--- src/rtl/mcf_pkg.sv ---
// Shared constants for the multicast hash filter.
// Assumes the CRC-32 line polynomial and a 64-bucket mask.
package mcf_pkg;
    localparam int unsigned ADDR_BYTES  = 6;
    localparam int unsigned BYTE_W      = 8;
    localparam int unsigned CRC_W       = 32;
    localparam logic [31:0] CRC_POLY    = 32'h04C1_1DB7;
    localparam logic [31:0] CRC_SEED    = 32'hFFFF_FFFF;
    localparam int unsigned MASK_BITS   = 64;
    localparam int unsigned WORD_W      = 16;
endpackage

--- src/rtl/mcf_crc_byte.sv ---
// Combinational CRC update over one byte, least significant bit first.
// Assumes a non-reflected remainder shifted left; no final inversion.
module mcf_crc_byte #(
    parameter int unsigned CRC_W  = mcf_pkg::CRC_W,
    parameter int unsigned DATA_W = mcf_pkg::BYTE_W,
    parameter logic [CRC_W-1:0] POLY = mcf_pkg::CRC_POLY
) (
    input  logic [CRC_W-1:0]  rem_in,
    input  logic [DATA_W-1:0] data,
    output logic [CRC_W-1:0]  rem_out
);
    logic [CRC_W-1:0] stage [DATA_W+1];

    assign stage[0] = rem_in;

    // One shift-and-fold stage per data bit, bit 0 first.
    for (genvar b = 0; b < DATA_W; b++) begin : g_bit
        logic fb;
        assign fb = stage[b][CRC_W-1] ^ data[b];
        assign stage[b+1] = {stage[b][CRC_W-2:0], 1'b0} ^ (fb ? POLY : '0);
    end

    assign rem_out = stage[DATA_W];
endmodule

--- src/rtl/mcf_addr_seq.sv ---
// Tracks the byte position of the address being received.
// Assumes addr_start counts only together with byte_valid; a start restarts.
module mcf_addr_seq #(
    parameter int unsigned NBYTES = mcf_pkg::ADDR_BYTES,
    localparam int unsigned CNT_W = (NBYTES > 1) ? $clog2(NBYTES) : 1
) (
    input  logic clk,
    input  logic rst_n,
    input  logic addr_start,
    input  logic byte_valid,
    output logic take,
    output logic first,
    output logic last
);
    localparam logic [CNT_W-1:0] LAST_POS = CNT_W'(NBYTES - 1);

    logic             busy_q;
    logic [CNT_W-1:0] pos_q;
    logic [CNT_W-1:0] pos_now;

    // Decode which byte, if any, is taken this cycle.
    always_comb begin
        first   = byte_valid && addr_start;
        take    = first || (byte_valid && busy_q);
        pos_now = first ? '0 : pos_q;
        last    = take && (pos_now == LAST_POS);
    end

    // Advance the position and close the address after its last byte.
    always_ff @(posedge clk) begin
        if (!rst_n) begin
            busy_q <= 1'b0;
            pos_q  <= '0;
        end else if (take) begin
            busy_q <= !last;
            pos_q  <= last ? '0 : pos_now + CNT_W'(1);
        end
    end
endmodule

--- src/rtl/mcf_hash_mask.sv ---
// Word-written hash mask with a single bucket lookup.
// Assumes MASK_BITS is a multiple of WORD_W; word w holds bits w*WORD_W upward.
module mcf_hash_mask #(
    parameter int unsigned MASK_BITS = mcf_pkg::MASK_BITS,
    parameter int unsigned WORD_W    = mcf_pkg::WORD_W,
    localparam int unsigned NWORDS   = MASK_BITS / WORD_W,
    localparam int unsigned SEL_W    = (NWORDS > 1) ? $clog2(NWORDS) : 1,
    localparam int unsigned IDX_W    = $clog2(MASK_BITS)
) (
    input  logic              clk,
    input  logic              rst_n,
    input  logic              wr_en,
    input  logic [SEL_W-1:0]  wr_sel,
    input  logic [WORD_W-1:0] wr_data,
    input  logic [IDX_W-1:0]  rd_idx,
    output logic              rd_bit
);
    logic [MASK_BITS-1:0] mask_q;

    // One register word per slice, loaded when its number is selected.
    for (genvar w = 0; w < NWORDS; w++) begin : g_word
        always_ff @(posedge clk) begin
            if (!rst_n)
                mask_q[w*WORD_W +: WORD_W] <= '0;
            else if (wr_en && (wr_sel == SEL_W'(w)))
                mask_q[w*WORD_W +: WORD_W] <= wr_data;
        end
    end

    assign rd_bit = mask_q[rd_idx];
endmodule

--- src/rtl/mcast_hash_filter.sv ---
// Top: hashes a streamed destination address and looks it up in the mask.
// Assumes one byte per valid cycle; outputs are registered at the last byte.
module mcast_hash_filter #(
    parameter int unsigned NBYTES    = mcf_pkg::ADDR_BYTES,
    parameter int unsigned CRC_W     = mcf_pkg::CRC_W,
    parameter int unsigned MASK_BITS = mcf_pkg::MASK_BITS,
    parameter int unsigned WORD_W    = mcf_pkg::WORD_W,
    localparam int unsigned IDX_W    = $clog2(MASK_BITS),
    localparam int unsigned SEL_W    = $clog2(MASK_BITS / WORD_W)
) (
    input  logic                       clk,
    input  logic                       rst_n,
    input  logic                       addr_start,
    input  logic                       byte_valid,
    input  logic [mcf_pkg::BYTE_W-1:0] byte_data,
    input  logic                       mask_wr_en,
    input  logic [SEL_W-1:0]           mask_wr_sel,
    input  logic [WORD_W-1:0]          mask_wr_data,
    output logic                       done,
    output logic                       is_mcast,
    output logic                       accept,
    output logic [IDX_W-1:0]           hash_idx
);
    logic             take, first, last;
    logic [CRC_W-1:0] rem_q, rem_base, rem_next;
    logic             grp_q, grp_now;
    logic [IDX_W-1:0] idx_next;
    logic             bucket_hit;

    mcf_addr_seq #(.NBYTES(NBYTES)) u_seq (
        .clk(clk), .rst_n(rst_n), .addr_start(addr_start),
        .byte_valid(byte_valid), .take(take), .first(first), .last(last)
    );

    // Seed the remainder on the first byte, otherwise continue.
    always_comb begin
        rem_base = first ? CRC_W'(mcf_pkg::CRC_SEED) : rem_q;
        grp_now  = first ? byte_data[0] : grp_q;
        idx_next = rem_next[CRC_W-1 -: IDX_W];
    end

    mcf_crc_byte #(.CRC_W(CRC_W), .DATA_W(mcf_pkg::BYTE_W),
                   .POLY(CRC_W'(mcf_pkg::CRC_POLY))) u_crc (
        .rem_in(rem_base), .data(byte_data), .rem_out(rem_next)
    );

    mcf_hash_mask #(.MASK_BITS(MASK_BITS), .WORD_W(WORD_W)) u_mask (
        .clk(clk), .rst_n(rst_n), .wr_en(mask_wr_en), .wr_sel(mask_wr_sel),
        .wr_data(mask_wr_data), .rd_idx(idx_next), .rd_bit(bucket_hit)
    );

    // Hold the running remainder and the group flag of the open address.
    always_ff @(posedge clk) begin
        if (!rst_n) begin
            rem_q <= '0;
            grp_q <= 1'b0;
        end else if (take) begin
            rem_q <= rem_next;
            grp_q <= grp_now;
        end
    end

    // Register the decision at the last byte; pulse done for one cycle.
    always_ff @(posedge clk) begin
        if (!rst_n) begin
            done     <= 1'b0;
            is_mcast <= 1'b0;
            accept   <= 1'b0;
            hash_idx <= '0;
        end else begin
            done <= last;
            if (last) begin
                is_mcast <= grp_now;
                accept   <= grp_now && bucket_hit;
                hash_idx <= idx_next;
            end
        end
    end
endmodule

--- config.mk ---
export PLATFORM = sky130hd
export DESIGN_NAME = mcast_hash_filter
export DESIGN_NICKNAME = d
export VERILOG_FILES = /design/src/rtl/mcf_pkg.sv /design/src/rtl/mcf_crc_byte.sv /design/src/rtl/mcf_addr_seq.sv /design/src/rtl/mcf_hash_mask.sv /design/src/rtl/mcast_hash_filter.sv
export SDC_FILE = /design/constraint.sdc
export NUM_CORES = 1
export LEC_CHECK = 0
export BUFFER_PORTS_ARGS = -buffer_cell sky130_fd_sc_hd__buf_2
export CORE_UTILIZATION = 45
export DETAILED_ROUTE_END_ITERATION = 10
export PLACE_DENSITY_LB_ADDON = 0.08
export SYNTH_ARGS = -nofsm -noshare
export SYNTH_HDL_FRONTEND = slang
export SYNTH_HIERARCHICAL = 1
export SYNTH_SLANG_ARGS = --single-unit
--- constraint.sdc ---
create_clock -name clk -period 8.5 [get_ports clk]
set_clock_uncertainty 0.1 [all_clocks]
set_input_delay 0.425 -clock clk [delete_from_list [all_inputs] [get_ports clk]]
set_output_delay 0.425 -clock clk [all_outputs]
set_load 0.02 [all_outputs]
**Word level (Yosys, flattened, before mapping)**

Index checks and enable logic that the tools add are counted.

- Add/sub/neg operators: 1
- $lt $le $gt $ge: 1
- Equality and inequality tests: 4
- Mux-type cells: 14
- Bitwise gates (word level): 16
- Reductions and logical operators: 11

Operators with widths:

| cell | count |
|---|---|
| 32-bit bitwise XOR | 8 |
| 27-bit two-way mux | 8 |
| 32-bit two-way mux | 1 |
| 1-bit logical AND | 8 |
| 1-bit bitwise XOR | 8 |
| 6-bit by 7-bit less-than comparator with 1-bit output, second input constant | 1 |
| 1-bit binary-select mux with 6-bit select | 1 |
| 3-bit two-way mux | 2 |
| 2-bit equality test, second input constant | 2 |
| 3-bit by 1-bit adder with 3-bit output, second input constant | 1 |
| 3-bit equality test, second input constant | 1 |
| 2-bit by 1-bit equality test with 1-bit output, second input constant | 1 |
| 2-bit zero test | 1 |
| 1-bit two-way mux | 2 |
| 1-bit zero test | 1 |
| 1-bit logical OR | 1 |

- Register bits: 110
- Bits of input ports: 31
- Output and inout port bits: 9
- Logic and storage cells: 59

**Longest topological paths before layout**

- Depth in word-level cells: 29
- Mapped depth: 16
- Gate-level depth less buffers: 13

**Cells and area by module**

The synthesis kept the hierarchy.

Modules (own cells, without submodules):

| module | times used | cells each | area an instance (µm²) | sequential area each (µm²) |
|---|---|---|---|---|
| mcf_hash_mask | 1 | 325 | 2,985.4 | 1,281.2 |
| mcast_hash_filter | 1 | 171 | 1,819.2 | 840.8 |
| mcf_crc_byte | 1 | 66 | 930.9 | 0.0 |
| mcf_addr_seq | 1 | 31 | 246.5 | 80.1 |

**Worst setup path before layout**

OpenSTA, ideal clock, no wires.

- Path kind: in2reg
- From: input port byte_valid
- To: register accept
- Setup time: 127 ps
- Data arrival time: 3,504 ps
- Required time: 8,273 ps
- Setup slack: 4,769 ps
- Cell stages on the path: 16
- Path buffers: 3
- Cell sequence: nand2_1 -> inv_1 -> clkbuf_1 -> or2_2 -> xnor2_2 -> xnor3_1 -> xnor2_1 -> buf_6 -> buf_12 -> mux4_1 -> mux2i_1 -> mux2i_1 -> mux2i_1 -> a21oi_1 -> nand3_1 -> o21ai_0

- Elaborated cells on any way between the ends: 35
- Classes of those cells: eq/ne: 1; mux: 13; bitwise: 16; reduce/logical: 5

RTL lines:

| item | line | text |
|---|---|---|
| start: declaration | mcast_hash_filter.sv:14 | `input logic byte_valid,` |
| 1-bit logical AND | mcf_addr_seq.sv:23 | `first = byte_valid && addr_start;` |
| via first | mcast_hash_filter.sv:24 | `logic take, first, last;` |
| 32-bit two-way mux | mcast_hash_filter.sv:37 | `rem_base = first ? CRC_W'(mcf_pkg::CRC_SEED) : rem_q;` |
| via rem_base[28] | mcast_hash_filter.sv:25 | `logic [CRC_W-1:0] rem_q, rem_base, rem_next;` |
| 32-bit bitwise XOR (3 in a row) | mcf_crc_byte.sv:20 | `assign stage[b+1] = {stage[b][CRC_W-2:0], 1'b0} ^ (fb ? POLY : '0);` |
| 1-bit bitwise XOR | mcf_crc_byte.sv:19 | `assign fb = stage[b][CRC_W-1] ^ data[b];` |
| 27-bit two-way mux | mcf_crc_byte.sv:20 |  |
| 32-bit bitwise XOR (5 in a row) | mcf_crc_byte.sv:20 |  |
| via rem_next[26] | mcast_hash_filter.sv:25 |  |
| 1-bit binary-select mux with 6-bit select | mcf_hash_mask.sv:30 | `assign rd_bit = mask_q[rd_idx];` |
| 1-bit two-way mux (implied by the code) | mcf_hash_mask.sv:30 |  |
| via bucket_hit | mcast_hash_filter.sv:28 | `logic bucket_hit;` |
| 1-bit logical AND | mcast_hash_filter.sv:74 | `accept <= grp_now && bucket_hit;` |
| end signal: assignment | mcast_hash_filter.sv:74 |  |
| end: declaration | mcast_hash_filter.sv:21 | `output logic accept,` |

The timed path passes the listed nets, and every way through them passes these cells. The select of a mux whose other input is x is not followed.
A chain may end at the register's enable or synchronous reset.

**Worst setup path in the final report**

- From: input port byte_valid
- To: register accept

- Elaborated cells on any way between the ends: 35
- Classes of those cells: eq/ne: 1; mux: 13; bitwise: 16; reduce/logical: 5

RTL lines:

| item | line |
|---|---|
| 1-bit logical AND | mcf_addr_seq.sv:23 |
| via first | mcast_hash_filter.sv:24 |
| 32-bit two-way mux | mcast_hash_filter.sv:37 |
| via rem_base[25] | mcast_hash_filter.sv:25 |
| 32-bit bitwise XOR (6 in a row) | mcf_crc_byte.sv:20 |
| 1-bit bitwise XOR | mcf_crc_byte.sv:19 |
| 27-bit two-way mux | mcf_crc_byte.sv:20 |
| 32-bit bitwise XOR (2 in a row) | mcf_crc_byte.sv:20 |
| via rem_next[27] | mcast_hash_filter.sv:25 |
| 1-bit binary-select mux with 6-bit select | mcf_hash_mask.sv:30 |
| 1-bit two-way mux (implied by the code) | mcf_hash_mask.sv:30 |
| via bucket_hit | mcast_hash_filter.sv:28 |
| 1-bit logical AND | mcast_hash_filter.sv:74 |

The timed path passes the listed nets, and every way through them passes these cells. The select of a mux whose other input is x is not followed.

==> impl_results.md <==
- Relative slew margins: 0.226
- CTS resizes: 0
- Number of placed I/O pins: 40
- Clk Latency, worst-skew pair: 350 ps
- Hold buffer count at cts: 0
- Largest net degree at the start of global routing: 113
- Tcrit/Tclk final: 0.533
- DRT Wirelength: 12800 um
- Ys Warns: 6
- Hold Vio Cnt, Final: 0
- Vias in the first global route: 3939
- Vias: 3958
- Die area: 0.0138 mm^2
- Filler cell count: 1170
- Clk pwr share: 0.200
- H-Tree Depth: 3
- Leakage: 2.58 nW
- Total chip power: 0.00212 W
- Crit path required time: 8640 ps
- Smallest hold slack: 252 ps
- Post-CTS Setup Inserts: 0
- Crit Path Max Fanout: 33
- CTS tree: built
- Gate power share: 0.510
- DIE WIDTH: 117 um
- Finished Cell Area: 0.00647 mm^2
- Ranking of synthesized cells by area: dfxtp_1, nand2_1, mux2i_1
- Die H: 117 um
- Synth Flop Type: dfxtp_1
- Overall Global Routing Usage: 0.201
- Total grt overflow: 0
- Post-DRT Antenna Nets: 0
- Net Sw Frac: 0.342
- Final RePlAce weighted congestion: 0.770
- Global-route wire length before repair: 20700 um
- Pwr per Cell Area: 327 mW/mm^2
- Clock Tree Root: clkbuf_16
- DR WL/cell: 16.3 um
- Core area: 0.0128 mm^2
- # rows: 41
- Startpoint type of the worst setup path: input port
- Placed instance area: 0.00617 mm^2
- Cts bufs inserted: 9
- Layout net count: 641
- DP Cell Count: 769
- Flop pwr share: 0.290
- Drt drc: 0
- Min Clock Period, post-route: 4530 ps
- Cell variety after synth: 46
- Max-cap violations: 0
- Mapped Nets: 626
- Critical Path AT: 4670 ps
- Critical Path End Type: flip-flop
- Share of layout cells above drive strength 1: 0.190
- Sw Pwr: 0.000724 W
- Sum Neg Setup Slack: 0 ps
- Register area share after synthesis: 0.368
- Worst Hold Class: input port to flip-flop
- Mapped cell area: 0.00598 mm^2
- Number of flops mapped to enable cells by yosys: 0
- Pre-antenna DRT Iters: 4
- Starting DRT DRC Count: 150
- HPWL after DPL: 8660 um
- RSZ-0062 raised after global routing: false
- # setup viols final: 0
- CTS max path bufs: 2
- Initial antenna violation count: 0
- Synth Register Bits: 110
- Yosys top cell by area: dfxtp_1
- # clock sinks: 110
- F_max: 0.221 GHz
- Status: finished clean
- Power Internal: 0.00139 W
- Starting density of the core: 0.468
- Drt via density: 5.05
- ANT cells: 0
- Peak VDD IR: 0.145 mV
- Worst slew pin tran: 1150 ps
- Area Overhead vs Synth: 8.16%
- Post-synth top area share: 0.368
- Non-Filler Instances: 784
- Asr flop ratio synth: 0
- Critical path class: input port to flip-flop
- Fin. max-slew vios: 0
- Clock slew at reported path FFs: 80 ps
- Cells after synthesis: 593
- I/O Buffers: 39
- Post-Syn Area per Cell: 10.1 um^2
## critical path, stage by stage
cell and delay (ps):
buf_2 140, nand2_1 160, inv_1 360, or2_2 420
xnor2_1 590, xnor2_2 300, xor3_1 820, mux4_2 590
nor3b_1 220, nor4_1 90, a211oi_1 290, a21oi_1 70
nand3_1 110, o21ai_0 80
## cells in the mapped netlist, types with 2 or more instances
| cell | count |
|---|---|
| buf_2 | 6 |
| nand2_1 | 136 |
| dfxtp_1 | 110 |
| xnor3_1 | 13 |
| o21ai_0 | 4 |
| o22ai_1 | 2 |
| inv_1 | 3 |
| a21boi_0 | 61 |
| mux4_1 | 8 |
| nand3_1 | 3 |
| nor2b_1 | 38 |
| ha_1 | 2 |
| and2_1 | 2 |
| nor2_1 | 2 |
| or2_2 | 33 |
| a21boi_1 | 5 |
| buf_12 | 4 |
| xor2_1 | 4 |
| a21oi_1 | 6 |
| nor3_1 | 2 |
| xor3_1 | 3 |
| xnor2_2 | 8 |
| mux2i_1 | 49 |
| xnor2_4 | 3 |
| buf_6 | 2 |
| nand3b_1 | 4 |
| mux4_2 | 8 |
| clkbuf_1 | 21 |
| xnor2_1 | 32 |
| buf_4 | 3 |
## cell families (layout without fill, tap and decap cells)
group	after synthesis	count (layout)	share of synthesized area
flops	110	110	0.368
compound gates	82	82	0.0991
xor+xnor	64	64	0.154
buf+inv	42	61	0.0448
fa+ha+maj	2	2	0.00418
simple gates	228	228	0.183
mux	65	65	0.147
## final timing paths
check,startpoint,endpoint,slack [ps],cells past startpoint
worst min-delay path,mask_wr_data[1],u_mask/mask_q[1],250,3
worst min register to register,u_mask/mask_q[26],u_mask/mask_q[26],360,2
worst max register to register,rem_q[25],accept,4530,11
worst max-delay path,byte_valid,accept,3970,14
## final cells by class
class / instances / area [um^2] / share of cell area
multi-input combinational: 441 / 3520 / 0.544
sequential: 110 / 2200 / 0.340
clock buffer: 9 / 225 / 0.0348
timing repair buffer: 43 / 225 / 0.0348
tap: 172 / 215 / 0.0333
clock inverter: 6 / 70.1 / 0.0108
inverter: 3 / 11.3 / 0.00174
## stage by stage
| step | worst slack, ps | util |
|---|---|---|
| floorplan | 4770 | - |
| global placement | 3730 | 0.483 |
| detailed placement | 3540 | 0.483 |
| CTS | 3930 | 0.507 |
| global route | 3630 | 0.507 |
| finish | 3970 | 0.507 |
## placed cells by master (no fill, tap or decap), types with 3 or more instances in the layout
cell type / instances
mux4_2: 8
xnor2_1: 31
dfxtp_1: 110
xor3_1: 3
a21boi_1: 5
a21oi_1: 6
mux4_1: 8
clkbuf_16: 9
xor2_1: 4
nand2_1: 136
o21ai_0: 4
xnor2_2: 9
mux2i_1: 49
nand3_1: 3
nand3b_1: 4
buf_4: 4
xnor3_1: 13
a21boi_0: 61
or2_2: 33
buf_2: 39
xnor2_4: 3
inv_1: 3
nor2b_1: 38
## layer usage
layer | vias up | share of wire | track usage
met2 | 49 | 0.50 | 0.358
met4 | 0 | 0.0080 | 0.0430
met3 | 6 | 0.027 | 0.0484
met5 | - | 0 | 0
li1 | 2014 | - | -
met1 | 1889 | 0.46 | 0.247
## power groups by stage
stage                     clock network, W  logic (W)  registers [W]
after floorplan                          0   0.000955       0.000613
after global placement                   0    0.00108       0.000624
after detailed placement                 0    0.00109       0.000626
after CTS                         0.000436    0.00110       0.000615
after global routing              0.000457    0.00117       0.000621
final                             0.000422    0.00108       0.000614
## flip-flops by register name (all words and copies together) (netlist names)
name / count
accept: 1
done: 1
hash_idx: 6
is_mcast: 1
grp_q: 1
u_mask/mask_q: 64
rem_q: 32
u_seq/busy_q: 1
u_seq/pos_q: 3
Note: power is estimated with default switching activity, not from simulation.
